<file path="src/rtl/ccell_pkg.sv">
package ccell_pkg;
   localparam int PAY_W  = 64;
   localparam int OP_W   = 8;
   localparam int TGT_W  = 8;
   localparam int ADDR_W = 16;
   localparam int DATA_W = 32;

   typedef enum logic [OP_W-1:0] {
      OP_TAB_RD  = 8'h01,
      OP_TAB_WR  = 8'h02,
      OP_OPT_WR  = 8'h03,
      OP_LINK_RD = 8'h04,
      OP_VC_RD   = 8'h05,
      OP_OPT_RD  = 8'h06
   } ccell_op_e;

   typedef struct packed {
      logic [OP_W-1:0]   op;
      logic [TGT_W-1:0]  tgt;
      logic [ADDR_W-1:0] addr;
      logic [DATA_W-1:0] data;
   } ccell_cmd_t;
endpackage

</file>
<file path="src/rtl/ccell_classify.sv">
module ccell_classify #(
   parameter int VPI_W = 8,
   parameter int VCI_W = 16,
   parameter logic [VPI_W-1:0] RSV_VPI = '0,
   parameter logic [VCI_W-1:0] RSV_VCI = '0
) (
   input  logic             valid,
   input  logic             ctl_en,
   input  logic [VPI_W-1:0] vpi,
   input  logic [VCI_W-1:0] vci,
   input  logic [7:0]       tgt,
   input  logic [7:0]       my_port,
   output logic             is_data,
   output logic             is_local,
   output logic             is_fwd
);
   logic is_ctl;
   always_comb begin
      is_ctl   = valid && ctl_en && (vpi == RSV_VPI) && (vci == RSV_VCI);
      is_data  = valid && !is_ctl;
      is_local = is_ctl && (tgt == my_port);
      is_fwd   = is_ctl && (tgt != my_port);
   end
endmodule

</file>
<file path="src/rtl/ccell_vctab.sv">
module ccell_vctab #(
   parameter int NVC   = 16,
   parameter int ENT_W = 16,
   localparam int IDXW = $clog2(NVC)
) (
   input  logic             clk,
   input  logic             rst,
   input  logic             we,
   input  logic [IDXW-1:0]  widx,
   input  logic [ENT_W-1:0] wdat,
   input  logic [IDXW-1:0]  ridx_a,
   input  logic [IDXW-1:0]  ridx_b,
   output logic [ENT_W-1:0] rdat_a,
   output logic [ENT_W-1:0] rdat_b
);
   logic [ENT_W-1:0] ent [NVC];

   for (genvar g = 0; g < NVC; g++) begin : g_ent
      always_ff @(posedge clk) begin
         if (rst)
            ent[g] <= '0;
         else if (we && (widx == IDXW'(g)))
            ent[g] <= wdat;
      end
   end

   assign rdat_a = ent[ridx_a];
   assign rdat_b = ent[ridx_b];
endmodule

</file>
<file path="src/rtl/ccell_counters.sv">
module ccell_counters #(
   parameter int NVC   = 16,
   parameter int CNT_W = 32,
   localparam int IDXW = $clog2(NVC)
) (
   input  logic             clk,
   input  logic             rst,
   input  logic             inc,
   input  logic [IDXW-1:0]  inc_idx,
   input  logic [IDXW-1:0]  rd_idx,
   output logic [CNT_W-1:0] link_cnt,
   output logic [CNT_W-1:0] vc_cnt
);
   localparam logic [CNT_W-1:0] ONE = CNT_W'(1);
   logic [CNT_W-1:0] cnt [NVC];

   always_ff @(posedge clk) begin
      if (rst)
         link_cnt <= '0;
      else if (inc)
         link_cnt <= link_cnt + ONE;
   end

   for (genvar g = 0; g < NVC; g++) begin : g_cnt
      always_ff @(posedge clk) begin
         if (rst)
            cnt[g] <= '0;
         else if (inc && (inc_idx == IDXW'(g)))
            cnt[g] <= cnt[g] + ONE;
      end
   end

   assign vc_cnt = cnt[rd_idx];
endmodule

</file>
<file path="src/rtl/ccell_handler.sv">
module ccell_handler
   import ccell_pkg::*;
#(
   parameter int VPI_W   = 8,
   parameter int VCI_W   = 16,
   parameter int NVC     = 16,
   parameter int CNT_W   = 32,
   parameter int STAMP_W = 32,
   parameter logic [VPI_W-1:0] RSV_VPI = '0,
   parameter logic [VCI_W-1:0] RSV_VCI = VCI_W'(3)
) (
   input  logic               clk,
   input  logic               rst,
   input  logic               ctl_en,
   input  logic [7:0]         my_port,
   input  logic               in_valid,
   input  logic [VPI_W-1:0]   in_vpi,
   input  logic [VCI_W-1:0]   in_vci,
   input  logic [63:0]        in_pay,
   output logic               dout_valid,
   output logic [VPI_W-1:0]   dout_vpi,
   output logic [VCI_W-1:0]   dout_vci,
   output logic [63:0]        dout_pay,
   output logic               fwd_valid,
   output logic [63:0]        fwd_pay,
   output logic               rsp_valid,
   output logic               rsp_err,
   output logic [7:0]         rsp_op,
   output logic [15:0]        rsp_addr,
   output logic [31:0]        rsp_data,
   output logic [STAMP_W-1:0] rsp_stamp,
   output logic [31:0]        opt_out
);
   localparam int IDXW = $clog2(NVC);
   localparam logic [ADDR_W-1:0] NVC_A = ADDR_W'(NVC);
   localparam logic [STAMP_W-1:0] S_ONE = STAMP_W'(1);

   if (NVC < 2 || (1 << IDXW) != NVC || NVC > 65536)
      $error("NVC must be a power of two between 2 and 65536");
   if (CNT_W < 1 || CNT_W > DATA_W)
      $error("CNT_W must be 1..32");
   if (VCI_W > DATA_W || VCI_W < IDXW)
      $error("VCI_W out of range");
   if (STAMP_W < 1)
      $error("STAMP_W must be positive");

   ccell_cmd_t cmd;
   assign cmd = ccell_cmd_t'(in_pay);

   logic is_data, is_local, is_fwd;
   ccell_classify #(.VPI_W(VPI_W), .VCI_W(VCI_W), .RSV_VPI(RSV_VPI), .RSV_VCI(RSV_VCI)) u_cls (
      .valid(in_valid), .ctl_en(ctl_en), .vpi(in_vpi), .vci(in_vci),
      .tgt(cmd.tgt), .my_port(my_port),
      .is_data(is_data), .is_local(is_local), .is_fwd(is_fwd));

   logic            addr_ok;
   logic [IDXW-1:0] aidx, didx;
   assign addr_ok = cmd.addr < NVC_A;
   assign aidx    = cmd.addr[IDXW-1:0];
   assign didx    = in_vci[IDXW-1:0];

   logic             tab_we;
   logic [VCI_W-1:0] tab_data, tab_cmd;
   assign tab_we = is_local && (cmd.op == OP_TAB_WR) && addr_ok;
   ccell_vctab #(.NVC(NVC), .ENT_W(VCI_W)) u_tab (
      .clk(clk), .rst(rst), .we(tab_we), .widx(aidx), .wdat(cmd.data[VCI_W-1:0]),
      .ridx_a(didx), .ridx_b(aidx), .rdat_a(tab_data), .rdat_b(tab_cmd));

   logic [CNT_W-1:0] link_cnt, vc_cnt;
   ccell_counters #(.NVC(NVC), .CNT_W(CNT_W)) u_cnt (
      .clk(clk), .rst(rst), .inc(is_data), .inc_idx(didx), .rd_idx(aidx),
      .link_cnt(link_cnt), .vc_cnt(vc_cnt));

   logic [STAMP_W-1:0] stamp;
   always_ff @(posedge clk) begin
      if (rst) stamp <= '0;
      else     stamp <= stamp + S_ONE;
   end

   logic        r_err;
   logic [31:0] r_data;
   always_comb begin
      r_err  = 1'b0;
      r_data = '0;
      case (cmd.op)
         OP_TAB_RD:  if (addr_ok) r_data = DATA_W'(tab_cmd); else r_err = 1'b1;
         OP_TAB_WR:  if (addr_ok) r_data = cmd.data;         else r_err = 1'b1;
         OP_OPT_WR:  r_data = cmd.data;
         OP_OPT_RD:  r_data = opt_out;
         OP_LINK_RD: r_data = DATA_W'(link_cnt);
         OP_VC_RD:   if (addr_ok) r_data = DATA_W'(vc_cnt);  else r_err = 1'b1;
         default:    r_err = 1'b1;
      endcase
   end

   always_ff @(posedge clk) begin
      if (rst) begin
         dout_valid <= 1'b0;
         fwd_valid  <= 1'b0;
         rsp_valid  <= 1'b0;
         opt_out    <= '0;
      end else begin
         dout_valid <= is_data;
         fwd_valid  <= is_fwd;
         rsp_valid  <= is_local;
         if (is_local && cmd.op == OP_OPT_WR)
            opt_out <= cmd.data;
      end
   end

   always_ff @(posedge clk) begin
      if (is_data) begin
         dout_vpi <= in_vpi;
         dout_vci <= tab_data;
         dout_pay <= in_pay;
      end
      if (is_fwd)
         fwd_pay <= in_pay;
      if (is_local) begin
         rsp_err   <= r_err;
         rsp_op    <= cmd.op;
         rsp_addr  <= cmd.addr;
         rsp_data  <= r_data;
         rsp_stamp <= stamp;
      end
   end
endmodule

</file>
<file path="config.mk">
export PLATFORM = sky130hd
export DESIGN_NAME = ccell_handler
export DESIGN_NICKNAME = d
export VERILOG_FILES = /design/src/rtl/ccell_pkg.sv /design/src/rtl/ccell_classify.sv /design/src/rtl/ccell_vctab.sv /design/src/rtl/ccell_counters.sv /design/src/rtl/ccell_handler.sv
export SDC_FILE = /design/constraint.sdc
export NUM_CORES = 2
export LEC_CHECK = 0
export ABC_AREA = 0
export BUFFER_PORTS_ARGS = -buffer_cell sky130_fd_sc_hd__buf_2
export CAP_MARGIN = 20
export CORE_UTILIZATION = 55
export DETAILED_ROUTE_END_ITERATION = 7
export MAX_ROUTING_LAYER = met4
export PLACE_DENSITY = 0.73
export SYNTH_ARGS = -nofsm -noshare
export SYNTH_HDL_FRONTEND = slang
export SYNTH_SLANG_ARGS = --single-unit
</file>
<file path="constraint.sdc">
create_clock -name clk -period 10.3 [get_ports clk]
set_input_delay 2.575 -clock clk [delete_from_list [all_inputs] [get_ports clk]]
set_output_delay 2.575 -clock clk [all_outputs]
set_load 0.02 [all_outputs]
</file>
==> run_results.csv <==
group,metric,value,unit
power_and_ir_drop,p_total,10.3,mW
timing,whs,463,ps
drt,first_iter_violations,5627,
place,dpl.hpwl,116,mm
floorplan,rows,117,
place,io_buffers,375,
layout,area_growth,12.5,%
synth,synth_cell_types,53,
worst_setup_path,crit_path_end_kind,"flip-flop",
timing,hold_viol,0,
global_route,antenna_found_initial,5,
clock_network,cts-buffers-inserted,113,
synth,synth_seq_area_share,0.565,
clock_network,htree_levels,3,
power_and_ir_drop,p_sw_frac,0.240,
clock_network,cts_buffer_depth,3,
power_and_ir_drop,clkPwrFrac,0.416,
layout,nNetsFinal,5051,
synth,netlist.area_leader.share,0.530,
timing,fin_setup_tns,0,ps
timing,tightest_slew,1140,ps
drt,vias_per_cell,6.48,
clock_network,ctsRootBufferMaster,"clkbuf_16",
worst_setup_path,rr_startpoint,"u_cnt.cnt[6][2]$_SDFFCE_PN0P_",
power_and_ir_drop,switching_power,2.48,mW
floorplan,die_x,324,um
synth,netlist_top_cells_area,"edfxtp_1, mux4_2, nor2_1, dfxtp_1, xnor2_1",
timing,clock_skew,42.5,ps
global_route,grt_pass1_wl,244,mm
synth,synth_fp_nets,4755,
place,gp_congestion,0.985,
clock_network,clkTransAtPathRegs,60,ps
synth,netlist_area,57100,um2
floorplan,die_area,105000,um2
global_route,grt_pass1_vias,38692,
layout,drive_gt1_frac,0.194,
power_and_ir_drop,ir_worst_vdd,0.000150,V
hold_path,hold_class,"reg -> reg",
power_and_ir_drop,p_leak,20.8,nW
power_and_ir_drop,power.internal,7.85,mW
hold_path,hold_end,"rsp_stamp[31]$_DFFE_PN_",
worst_setup_path,startpoint_type,"input pin",
synth,synth_edf_count,1009,
timing,finalCritPeriodShare,0.598,
timing,report.final.slew_viol_count,0,
power_and_ir_drop,power_frac_comb,0.077,
global_route,grt_max_degree,84,
timing,fin_crit,6160,ps
timing,setup_ws,4140,ps
floorplan,die_h,324,um
timing,fmax,162,MHz
synth,synth_common_cells,"edfxtp_1, nor2_1, nand2_1",
worst_setup_path,crit_path_start,"in_vci[0]",
timing,setup_violations,0,
worst_setup_path,arrival,6470,ps
clock_network,cts_resized,0,
drt,drc,0,
worst_setup_path,reg2reg_depth,5,
drt,drt_wl_total,165,mm
layout,fin_cells,6405,
synth,synthArstFlopShare,0,
clock_network,clock_latency,730,ps
timing,relSlewSlack,0.237,
drt,drt.antenna.violating_nets,0,
worst_setup_path,reg2reg_slack,7400,ps
timing,rsz0062_at_grt,"no",
floorplan,start_util,0.558,
global_route,grt_use_total,0.321,
drt,drt_pass1_iterations,6,
synth,syn_inst,4637,
floorplan,num_io_pins,376,
worst_setup_path,critPathKind,"in -> reg",
synth,yosysWarnings,0,
clock_network,ctsHoldBuffers,0,
worst_setup_path,path_max_fanout,32,
place,post-place-ws,3510,ps
synth,avgSynthCellArea,12.3,um2
clock_network,cts_tree,"done",
global_route,grt_overflow,0,
hold_path,holdCritStartpoint,"stamp[31]$_SDFF_PP0_",
drt,num_vias,41494,
place,dpl.cell_count,6176,
synth,yosysMostFrequentCell,"edfxtp_1",
hold_path,whs_path_depth,0,
synth,synth_top_flop_cell,"edfxtp_1",
synth,ys_seq_elements,1108,
floorplan,core_area,102000,um2
clock_network,post-cts-setup-buffers,0,
worst_setup_path,worstPathRequired,10610,ps
clock_network,cts_sinks,1108,
drt,wire_per_inst,25.8,um
worst_setup_path,timing.rr.end,"u_cnt.cnt[6][31]$_SDFFCE_PN0P_",
run,maxCapViolCount,0,
run_status,status,"complete, no violations",
power_and_ir_drop,pwr-share-seq,0.507,
power_and_ir_drop,pwr_density_cell,161,nW/um2
synth,yosys.area.top_type,"edfxtp_1",
critical path: stages:
cell and delay (ps):
buf_4 480, and2_1 710, nand4_1 160, buf_4 260, or4_1 640, inv_4 120, and2_1 470, a31o_1 980
cells in the final DEF, fill, tap and decap left out, types with 22 or more instances in the layout:
| cell | Yosys | routed |
|---|---|---|
| edfxtp_1 | 1009 | 1009 |
| buf_2 | 31 | 370 |
| nor3_1 | 74 | 73 |
| o2111ai_1 | 25 | 25 |
| dfxtp_1 | 99 | 99 |
| nand3_1 | 227 | 227 |
| xnor2_1 | 225 | 225 |
| mux2i_1 | 53 | 53 |
| xor2_1 | 213 | 213 |
| clkbuf_16 | 0 | 114 |
| inv_1 | 62 | 61 |
| and4_1 | 74 | 74 |
| nor2_1 | 757 | 756 |
| and3_1 | 90 | 90 |
| mux4_2 | 289 | 289 |
| buf_4 | 1 | 74 |
| clkinv_2 | 0 | 22 |
| nor4_1 | 78 | 78 |
| nand2_1 | 316 | 316 |
| nand4_1 | 128 | 128 |
| a21oi_1 | 138 | 138 |
| a22oi_1 | 30 | 30 |
| clkbuf_1 | 184 | 27 |
| and2_1 | 39 | 39 |
| o21ai_0 | 128 | 128 |
| or3_1 | 108 | 108 |
| o211ai_1 | 23 | 23 |
logic make-up after synthesis:
family                   share of synthesized area
flip-flops                                   0.565
AND/OR/NAND/NOR                              0.168
buffers and inverters                       0.0262
multiplexers                                 0.126
XOR/XNOR                                    0.0672
adder cells (fa/ha/maj)                    0.00394
AO/OA/AOI/OAI                               0.0433
per-stage QoR:
step	instance area (um2)	utilization
3_3_place_gp	60100	0.587
5_1_grt	64200	0.628
4_1_cts	64000	0.626
6_report	64200	0.628
3_5_place_dp	60100	0.588
2_1_floorplan	57100	-
final cells by class:
| type | instances | area (um2) |
|---|---|---|
| fillers | 7663 | 38100 |
| flip-flops and latches | 1108 | 32300 |
| multi-input cells | 3191 | 23400 |
| clock buffers | 145 | 3010 |
| repair buffers | 456 | 2680 |
| well taps | 1368 | 1710 |
| clock inverters | 70 | 882 |
| inverters | 63 | 241 |
| diodes | 4 | 10.0 |
per-layer routing:
metal	GRT usage	wire [um]	vias up
met1	0.421	61200	20475
met4	0.115	6090	0
li1	-	-	18096
met2	0.490	77500	2600
met5	-	0	-
met3	0.0766	20500	323
flip-flops by register name, summed over array words and instances (netlist names), 8 cells and up:
signal          count
dout_vpi            8
opt_out            32
dout_pay           64
rsp_data           32
rsp_stamp          32
rsp_addr           16
u_cnt.link_cnt     32
stamp              32
rsp_op              8
u_tab.ent         256
dout_vci           16
fwd_pay            64
u_cnt.cnt         512
worst max-delay path by stage:
| stage | endpoint | slack, ps | cells past startpoint |
|---|---|---|---|
| floorplan | fwd_pay[0]$_DFFE_PP_ | 1820 | 7 |
| global placement | u_tab.ent[0][7]$_SDFFCE_PN0P_ | 3550 | 8 |
| detailed placement | u_tab.ent[0][10]$_SDFFCE_PN0P_ | 3510 | 8 |
| CTS | u_tab.ent[0][3]$_SDFFCE_PN0P_ | 4230 | 8 |
| global route | opt_out[5]$_SDFFE_PP0P_ | 3910 | 10 |
| finish | u_tab.ent[3][11]$_SDFFCE_PN0P_ | 4140 | 8 |
power by group through the flow:
stage               logic, mW  clock network (mW)  registers [mW]
floorplan               0.454                   0            5.30
global placement        0.761                   0            5.31
detailed placement      0.770                   0            5.32
CTS                     0.775                4.32            5.23
global route            0.825                4.50            5.26
finish                  0.791                4.30            5.24
Power figures use the tool's default switching activity.
